### config.mk
export PLATFORM = sky130hd
export DESIGN_NAME = ucode_sequencer
export DESIGN_NICKNAME = d
export VERILOG_FILES = /design/src/rtl/useq_pkg.sv /design/src/rtl/useq_ctrl.sv /design/src/rtl/useq_path.sv /design/src/rtl/ucode_sequencer.sv
export SDC_FILE = /design/constraint.sdc
export NUM_CORES = 2
export LEC_CHECK = 0
export ABC_CLOCK_PERIOD_IN_PS = 5410
export BUFFER_PORTS_ARGS = -buffer_cell sky130_fd_sc_hd__buf_2
export CAP_MARGIN = 20
export CORE_MARGIN = 2
export CORE_UTILIZATION = 40
export CTS_BUF_LIST = sky130_fd_sc_hd__clkbuf_2
export DETAILED_ROUTE_END_ITERATION = 12
export HOLD_SLACK_MARGIN = 0.12
export PLACE_DENSITY_LB_ADDON = 0.12
export SLEW_MARGIN = 40
export SYNTH_ARGS = -nofsm -noshare
export SYNTH_HDL_FRONTEND = slang
export SYNTH_SLANG_ARGS = --single-unit
### constraint.sdc
create_clock -name clk -period 5.41 [get_ports clk]
set_input_delay 0.2705 -clock clk [delete_from_list [all_inputs] [get_ports clk]]
set_output_delay 0.2705 -clock clk [all_outputs]
set_load 0.01 [all_outputs]
### src/rtl/useq_pkg.sv
package useq_pkg;
  localparam int REG_W  = 2;
  localparam int DISP_W = 4;
  localparam int FUNC_W = 4;
  localparam logic [REG_W-1:0]  PC_SEL       = 2'b00;
  localparam logic [FUNC_W-1:0] FUNC_DEFAULT = 4'h0;

  typedef enum logic [1:0] {
    GRP_LOAD  = 2'b00,
    GRP_STORE = 2'b01,
    GRP_ADD   = 2'b10,
    GRP_MISC  = 2'b11
  } grp_e;

  typedef enum logic [1:0] {
    SUB_FUNC = 2'b00,
    SUB_AREG = 2'b01,
    SUB_IO   = 2'b10,
    SUB_JUMP = 2'b11
  } sub_e;

  typedef struct packed {
    logic              accLoad;
    logic              accStore;
    logic              aluAdd;
    logic              addrLow;
    logic              addrPage;
    logic              fetch;
    logic              funcSet;
    logic              jump;
    logic [REG_W-1:0]  regSel;
    logic [DISP_W-1:0] displ;
    logic [3:0]        field;
  } strobe_t;
endpackage

### src/rtl/useq_ctrl.sv
module useq_ctrl
  import useq_pkg::*;
(
  input  logic       hold,
  input  logic [7:0] instr,
  input  logic       condFlag,
  output strobe_t    strb
);
  grp_e grp;
  sub_e sub;

  assign grp = grp_e'(instr[7:6]);
  assign sub = sub_e'(instr[5:4]);

  always_comb begin
    strb = '0;
    if (!hold) begin
      unique case (grp)
        GRP_LOAD: begin
          strb.regSel = instr[5:4];
          if (instr[5:4] == PC_SEL && instr[3]) begin
            strb.fetch = 1'b1;
            strb.displ = {1'b0, instr[2:0]};
          end else begin
            strb.accLoad = 1'b1;
            strb.displ   = instr[3:0];
          end
        end
        GRP_STORE: begin
          strb.accStore = 1'b1;
          strb.regSel   = instr[5:4];
          strb.displ    = instr[3:0];
        end
        GRP_ADD: begin
          strb.aluAdd = 1'b1;
          strb.regSel = instr[5:4];
          strb.displ  = instr[3:0];
        end
        default: begin
          unique case (sub)
            SUB_FUNC: begin
              strb.funcSet = 1'b1;
              strb.field   = instr[3:0];
            end
            SUB_AREG: begin
              strb.regSel = instr[3:2];
              unique case (instr[1:0])
                2'b00:   strb.addrLow  = 1'b1;
                2'b01:   strb.addrPage = 1'b1;
                2'b10:   strb.addrLow  = condFlag;
                default: strb.addrLow  = !condFlag;
              endcase
            end
            SUB_IO: ;
            default: begin
              strb.jump  = 1'b1;
              strb.field = instr[3:0];
            end
          endcase
        end
      endcase
    end
  end

  // At most one action per microinstruction
  always_comb begin : chk_one_action
    assert_one_action_R11: assert ($onehot0({strb.accLoad, strb.accStore, strb.aluAdd,
      strb.addrLow, strb.addrPage, strb.fetch, strb.funcSet, strb.jump}));
  end
endmodule

### src/rtl/useq_path.sv
module useq_path
  import useq_pkg::*;
#(
  parameter int ADDR_W = 8,
  localparam int DEPTH = 1 << ADDR_W
) (
  input  logic              clk,
  input  logic              rst,
  input  logic              loadEn,
  input  logic [ADDR_W-1:0] loadAddr,
  input  logic [7:0]        loadData,
  input  logic [ADDR_W-1:0] dataIn,
  input  strobe_t           strb,
  output logic [7:0]        instr,
  output logic [ADDR_W-1:0] upc,
  output logic [REG_W-1:0]  regSel,
  output logic [DISP_W-1:0] displ,
  output logic [FUNC_W-1:0] aluFunc,
  output logic              accLoadEn,
  output logic              accStoreEn,
  output logic              aluAddEn,
  output logic              addrLowWe,
  output logic              addrPageWe,
  output logic              fetchEn
);
  logic [7:0]        store [DEPTH];
  logic [ADDR_W-1:0] upcNext;
  logic              funcPending;
  logic [FUNC_W-1:0] funcHeld;

  always_ff @(posedge clk) begin
    if (loadEn) store[loadAddr] <= loadData;
  end

  assign instr = store[upc];

  always_comb begin
    if (strb.fetch)     upcNext = dataIn;
    else if (strb.jump) upcNext = {upc[ADDR_W-1:4], strb.field};
    else                upcNext = upc + ADDR_W'(1);
  end

  always_ff @(posedge clk) begin
    if (rst) begin
      upc         <= '0;
      funcPending <= 1'b0;
      funcHeld    <= FUNC_DEFAULT;
    end else begin
      upc <= upcNext;
      if (strb.funcSet) begin
        funcPending <= 1'b1;
        funcHeld    <= strb.field;
      end else if (strb.aluAdd) begin
        funcPending <= 1'b0;
      end
    end
  end

  assign aluFunc    = funcPending ? funcHeld : FUNC_DEFAULT;
  assign regSel     = strb.regSel;
  assign displ      = strb.displ;
  assign accLoadEn  = strb.accLoad;
  assign accStoreEn = strb.accStore;
  assign aluAddEn   = strb.aluAdd;
  assign addrLowWe  = strb.addrLow;
  assign addrPageWe = strb.addrPage;
  assign fetchEn    = strb.fetch;

  assert_fetch_dispatch_R9: assert property (@(posedge clk) disable iff (rst)
    fetchEn |=> upc == $past(dataIn));

  assert_jump_page_R10: assert property (@(posedge clk) disable iff (rst)
    strb.jump |=> (upc[3:0] == $past(strb.field)) && (upc[ADDR_W-1:4] == $past(upc[ADDR_W-1:4])));

  assert_step_R2: assert property (@(posedge clk) disable iff (rst)
    (!fetchEn && !strb.jump) |=> upc == $past(upc) + ADDR_W'(1));

  assert_func_revert_R6: assert property (@(posedge clk) disable iff (rst)
    aluAddEn |=> aluFunc == FUNC_DEFAULT);

  assert_func_apply_R6: assert property (@(posedge clk) disable iff (rst)
    strb.funcSet |=> aluFunc == $past(strb.field));
endmodule

### src/rtl/ucode_sequencer.sv
module ucode_sequencer
  import useq_pkg::*;
(
  input  logic       clk,
  input  logic       rst,
  input  logic       loadEn,
  input  logic [7:0] loadAddr,
  input  logic [7:0] loadData,
  input  logic [7:0] dataIn,
  input  logic       condFlag,
  output logic [7:0] upc,
  output logic [1:0] regSel,
  output logic [3:0] displ,
  output logic [3:0] aluFunc,
  output logic       accLoadEn,
  output logic       accStoreEn,
  output logic       aluAddEn,
  output logic       addrLowWe,
  output logic       addrPageWe,
  output logic       fetchEn
);
  strobe_t    strb;
  logic [7:0] instr;

  useq_ctrl u_ctrl (
    .hold     (rst),
    .instr    (instr),
    .condFlag (condFlag),
    .strb     (strb)
  );

  useq_path #(.ADDR_W(8)) u_path (
    .clk        (clk),
    .rst        (rst),
    .loadEn     (loadEn),
    .loadAddr   (loadAddr),
    .loadData   (loadData),
    .dataIn     (dataIn),
    .strb       (strb),
    .instr      (instr),
    .upc        (upc),
    .regSel     (regSel),
    .displ      (displ),
    .aluFunc    (aluFunc),
    .accLoadEn  (accLoadEn),
    .accStoreEn (accStoreEn),
    .aluAddEn   (aluAddEn),
    .addrLowWe  (addrLowWe),
    .addrPageWe (addrPageWe),
    .fetchEn    (fetchEn)
  );

  assert_reset_idle_R1: assert property (@(posedge clk)
    rst |=> (upc == 8'd0) || rst == 1'b0);
endmodule

Word-level counts from Yosys, hierarchy flattened

Memories as Yosys holds them, arrays and structs flattened.
Index checks and enable logic that the tools add are counted.

Add/subtract/negate cells: 1
Equality and inequality tests: 7
Mux-type cells: 27
Reductions and logical operators: 10

Operators by type and width:

| cell                                                | number |
|---|---|
| two-way mux 18 bit                                  | 1 |
| two-way mux 4 bit                                   | 4 |
| two-way mux 8 bit                                   | 2 |
| two-way mux 1 bit                                   | 13 |
| two-way mux 2 bit                                   | 5 |
| adder 8 x 1 -> 8 bit, second input constant         | 1 |
| one-hot mux 4 bit (2 select lines)                  | 1 |
| equality test 2 x 1 -> 1 bit, second input constant | 3 |
| equality test 2 bit, second input constant          | 3 |
| logical NOT 2 bit                                   | 3 |
| OR reduction 3 bit                                  | 2 |
| OR reduction 2 bit                                  | 2 |
| one-hot mux 1 bit (3 select lines)                  | 1 |
| != test 2 x 1 -> 1 bit, second input constant       | 1 |
| nonzero test 2 bit                                  | 1 |
| logical AND 1 bit                                   | 1 |
| logical NOT 1 bit                                   | 1 |

Flip-flop bits (word level): 13
Memory bits (writable): 2,048
Logic and storage cells: 50
Memories: 1

Memories:

| memory       | depth | width | read ports | clocked after Yosys merged registers in | wr ports | line            | source |
|---|---|---|---|---|---|---|---|
| u_path.store | 256   | 8     | 1          | 0                                       | 1        | useq_path.sv:26 | `logic [7:0] store [DEPTH];` |

Depth between registers and ports, before layout

An unclocked memory read counts as a cell.

Depth in word-level cells: 8
Depth in mapped cells: 19

Hierarchy

From an unflattened synthesis, not the netlist that was laid out.

Cells, all modules: 3,971
Area total of the unflattened synthesis: 80,948.9 µm²

By module, submodules not included:

| module    | instances | cells each | area each (µm²) |
|---|---|---|---|
| useq_path | 1         | 3,927      | 80,651.1 |
| useq_ctrl | 1         | 44         | 297.8 |

Worst setup path after synthesis

OpenSTA, ideal clock, no wires.

Path type: reg-to-reg
Start point: reg u_path.upc[0]
End point: reg u_path.upc[7]
Setup time: 0.086 ns
Arrival time: 4.064 ns
Data required time: 5.324 ns
Path slack: 1.261 ns
Stages on the path, launching flop included: 15
Buffers on the path: 3
Period minus slack after synthesis: 4.149 ns
Cells stage by stage: dfxtp_1 > buf_6 > buf_6 > buf_2 > mux4_2 > mux4_2 > mux4_2 > mux4_2 > ha_1 > nor2b_1 > nand2_1 > nand3_1 > nor2_1 > xnor2_1 > a211oi_1

Word-level cells in the longest chain between the ends: 7
Elaborated cells between the ends (all ways): 19
Classes of those cells: add/sub: 1; eq/ne: 5; mux: 7; reduce/logical: 5; memory: 1

Ends and longest elaborated chain:

| element                                                                      | line                             | source |
|---|---|---|
| start: declaration                                                           | useq_path.sv:15                  | `output logic [ADDR_W-1:0] upc,` |
| start signal: assignment                                                     | useq_path.sv:49                  | `upc <= upcNext;` |
| memory (256 x 8 bit)                                                         | -                                |  |
| equality test 2 bit (tied with other cells)                                  | useq_ctrl.sv:40                  | `unique case (sub)` |
| OR reduction 3 bit (no line) / logical AND 1 bit (equally long branches)     | -                                |  |
| two-way mux 1 bit, on equally long branches                                  | useq_ctrl.sv:40, useq_ctrl.sv:21 |  |
| two-way mux 2 bit / two-way mux 1 bit (equally long branches)                | useq_ctrl.sv:18                  | `unique case (grp)` |
| two-way mux 18 bit                                                           | useq_ctrl.sv:17                  | `if (!hold) begin` |
| != test 2 x 1 -> 1 bit (no line) / two-way mux 8 bit (equally long branches) | -                                |  |

Parallel ways exist; a longest one is shown, timed or not. The select of a mux whose other input is x is not followed.
A chain may end at the register's enable or synchronous reset.

Worst setup path in the final report

Start point: reg u_path.upc[0]
End point: out regSel[0]

Word-level cells in the longest chain between the ends: 5
Elaborated cells between the ends (all ways): 9
Classes of those cells: eq/ne: 3; mux: 3; reduce/logical: 2; memory: 1

Ends and longest elaborated chain:

| element                                                                  | line                  | source |
|---|---|---|
| memory (256 x 8 bit) *                                                   | -                     |  |
| equality test 2 x 1 -> 1 bit (tied with other cells)                     | useq_ctrl.sv:18       |  |
| OR reduction 3 bit (no line) / two-way mux 2 bit (equally long branches) | -                     |  |
| two-way mux 2 bit *                                                      | useq_ctrl.sv:18       |  |
| two-way mux 18 bit *                                                     | useq_ctrl.sv:17       |  |
| end: declaration                                                         | ucode_sequencer.sv:12 | `output logic [1:0] regSel,` |

Every way passes the cells marked *; elsewhere a longest branch is shown, timed or not.

==> impl_metrics.py <==
metrics = {
    "outcome": {
        "outcome": "finished, violations left",
        "violations": "negative setup slack",
    },
    "yosys": {
        "synth_cell_types": 69,
        "avgSynthCellArea_um2": 21.3,
        "syn_area_um2": 80400,
        "synth_edf_count": 2048,
        "yosysWarningCount": 0,
        "synth_ff_type": "edfxtp_1",
        "ys_async_sr_fraction_pct": 0,
        "ys_seq_elements": 2061,
        "synth_seq_area_share_pct": 76.8,
        "yosysTopAreaCell": "edfxtp_1",
        "synth_top_area_share_pct": 76.5,
        "synth_nets": 3807,
        "synth.area.top_cells": "edfxtp_1, mux4_2, nor2_1, mux2i_1, mux2_2",
        "synth_cells": 3770,
    },
    "clock_tree": {
        "tritoncts": "yes",
        "cts-root-buf": "clkbuf_2",
        "cts_sinks": 2061,
        "clk_pin_slew_ns": 0.13,
        "clock_latency_ns": 1.88,
        "htreeDepth": 6,
        "cts.path.max_buffers": 4,
        "cts_buffers": 557,
    },
    "drt": {
        "firstDrtPassIters": 5,
        "ant_nets": 0,
        "drt_iter0_markers": 5308,
        "num_vias": 43444,
        "drcViolationCount": 0,
        "drt-total-wl_um": 253000,
        "routedWlPerCell_um": 33.4,
        "vias_per_cell": 5.74,
    },
    "setup_path": {
        "cp-start-kind": "flip-flop",
        "rr_startpoint": "u_path.upc[0]$_SDFF_PP0_",
        "worst_setup_path_end_kind": "output pin",
        "crit_chain": "clkbuf_16 -> buf_16 -> bufbuf_16 -> nand2b_1 -> o22ai_1 -> nor4_1 -> nor4_1 -> buf_4 -> o21ai_0 -> o22ai_1 -> buf_4 -> o32ai_4 -> buf_2",
        "crit_slowest_cell": "nor4_1",
        "cpPeakStageDelay_ns": 0.69,
        "cp_top_family": "simple AND/OR/NAND/NOR gates",
        "path_max_fanout": 10,
        "required_ns": 5.14,
        "criticalPathCategory": "reg -> out",
        "cp_num_buf_inv": 6,
        "arrival_ns": 6.18,
        "crit_start": "u_path.upc[0]$_SDFF_PP0_",
    },
    "power": {
        "powerDensity_nw_per_um2": 437,
        "total_power_w": 0.0406,
        "vdd_ir_drop_max_mv": 0.239,
        "p_leak_nw": 29.5,
    },
    "timing": {
        "worstMarginPinSlew_ns": 1.23,
        "finalHoldViolCount": 0,
        "max_freq_ghz": 0.155,
        "setup_viol": 12,
        "whs_ns": 0.366,
        "fin_crit_sh_pct": 119,
        "finalClockSkew_ns": 0.128,
        "rsz0062_at_grt": "true",
        "worst_slack_ns": -1.04,
        "fin_crit_ns": 6.45,
        "slew_headroom_pct": 18.2,
        "drv_slew": 0,
    },
    "global_routing": {
        "grt_pass1_vias": 44339,
        "gr-total-overflow": 0,
        "antenna_found_initial": 10,
        "grt_start_max_net_pins": 173,
        "gr-usage-met2_pct": 38.7,
        "met3_usage_pct": 4.95,
        "gr-max-usage-layer": "met2",
        "grtUsageTotal_pct": 24.7,
        "grt_first_pass_wirelength_um": 350000,
        "met1_usage_pct": 34.3,
    },
    "cells_and_area": {
        "multi_input_area_um2": 18300,
        "utilization_pct": 46.6,
        "drive_gt1_share_pct": 41.2,
        "layoutNonFillerInstCount": 7564,
        "syn2layout_area_growth_pct": 15.7,
        "seqCellArea_um2": 61800,
        "fin_nets": 4585,
        "fillers": 17174,
    },
    "die": {
        "rows": 164,
        "coreArea_um2": 200000,
        "start_util_pct": 40.2,
        "io_pins": 52,
        "die_width_um": 452,
        "die_area_um2": 205000,
        "fp.dieH_um": 452,
    },
    "placed_design": {
        "gp_congestion": 0.893,
        "dpl_worst_slack_ns": 0.191,
        "post-dp-hpwl_um": 152000,
        "place_inst": 6473,
        "io_buffers": 51,
    },
    "flow_run": {
        "drv_cap": 0,
    },
    "hold_path": {
        "worstHoldPathType": "in -> reg",
        "hp-start": "loadAddr[1]",
    },
}
==> state kept, by name, summed over array words and instances, names as in the netlist <==
signal,flops
u_path.store,2048
u_path.upc,8
u_path.funcPending,1
u_path.funcHeld,4
==> metal layers <==
metal | part of all wire, % | vias to the layer above
li1 | - | 17683
met1 | 42 | 23362
met2 | 48 | 1983
met3 | 7.1 | 416
met4 | 3.3 | 0
met5 | 0 | -
==> cells in the final DEF, fill, tap and decap left out, types with 42 or more instances in the layout <==
| cell type | n |
|---|---|
| o22ai_1 | 51 |
| clkbuf_2 | 815 |
| nor2_2 | 181 |
| mux4_2 | 519 |
| edfxtp_1 | 2048 |
| dlygate4sd3_1 | 84 |
| nand2_1 | 54 |
| clkinv_1 | 69 |
| buf_2 | 42 |
| a22oi_1 | 52 |
| mux2i_1 | 86 |
| nor2_1 | 127 |
| buf_4 | 220 |
==> worst min-delay path, cell delays in order <==
cell and delay, ns:
dlygate4sd3_1 0.55, buf_2 0.14, dlygate4sd3_1 0.67, nand3_1 0.24, nor2_2 0.17
==> power breakdown <==
part | internal (W) | switching [W] | leakage [nW] | total [W]
registers | 0.0176 | 0.000156 | 18.5 | 0.0178
logic | 0.00542 | 0.00670 | 7.29 | 0.0121
clock network | 0.00433 | 0.00643 | 3.67 | 0.0108
==> Yosys cell counts, types with 8 or more instances <==
library cell,number
a22o_1,8
inv_1,10
o22ai_1,51
o211ai_1,9
buf_1,20
mux2_2,41
nand2b_1,14
a22oi_1,55
nor2_1,311
clkbuf_1,93
nand4_1,14
mux2i_1,87
edfxtp_1,2048
a211oi_1,32
mux4_2,519
nor4_1,9
dfxtp_1,13
nor3_1,13
nand2_1,61
o21ai_0,20
a221oi_1,9
nor2b_1,27
buf_2,84
a21oi_1,38
buf_4,29
nand3_1,46
ha_1,9
==> repair_timing <==
action                      CTS  global route
hold endpoints to repair   4109             0
setup endpoints to repair    12            12
gates cloned                 14             1
pin swaps                     5             8
resized for setup            64            23
hold buffers                 93             0
buffers inserted             42            23
==> kinds of logic (layout without fill, tap and decap cells) <==
logic type,Yosys count,in the layout,share of synthesized area [%]
AND/OR/NAND/NOR,527,527,2.90
other,0,11,0
buffers and inverters,246,1373,1.47
AO/OA/AOI/OAI,274,274,2.42
adder cells (fa/ha/maj),9,9,0.140
flip-flops,2061,2061,76.8
multiplexers,647,647,16.2
XOR/XNOR,6,6,0.0654
==> path summary, 6_finish.rpt <==
path,to,slack [ns],cells past startpoint
worst max-delay path,regSel[0],-1.04,13
worst min-delay path,u_path.store[155][2]$_DFFE_PP_,0.37,5
worst max register to register,u_path.upc[3]$_SDFF_PP0_,0.31,17
worst min register to register,u_path.funcHeld[2]$_SDFFE_PP0P_,0.58,2
==> final cells by class <==
type                            count  share of cell area, %
Tap cell                         2656                   3.57
Clock inverter                     93                  0.612
Timing Repair Buffer              451                   5.31
Multi-Input combinational cell   1463                   19.7
Sequential cell                  2061                   66.4
Clock buffer                      815                   4.38
Antenna cell                       11                 0.0296
Inverter                           14                 0.0565
==> stage by stage <==
stage / setup TNS (ns) / cell area, µm²
6_report: -10.16 / 93100
5_1_grt: -12.19 / 93000
4_1_cts: -11.79 / 92600
3_5_place_dp: 0 / 85700
3_3_place_gp: 0 / 85200
2_1_floorplan: 0 / 80400
Power figures use the tool's default switching activity.
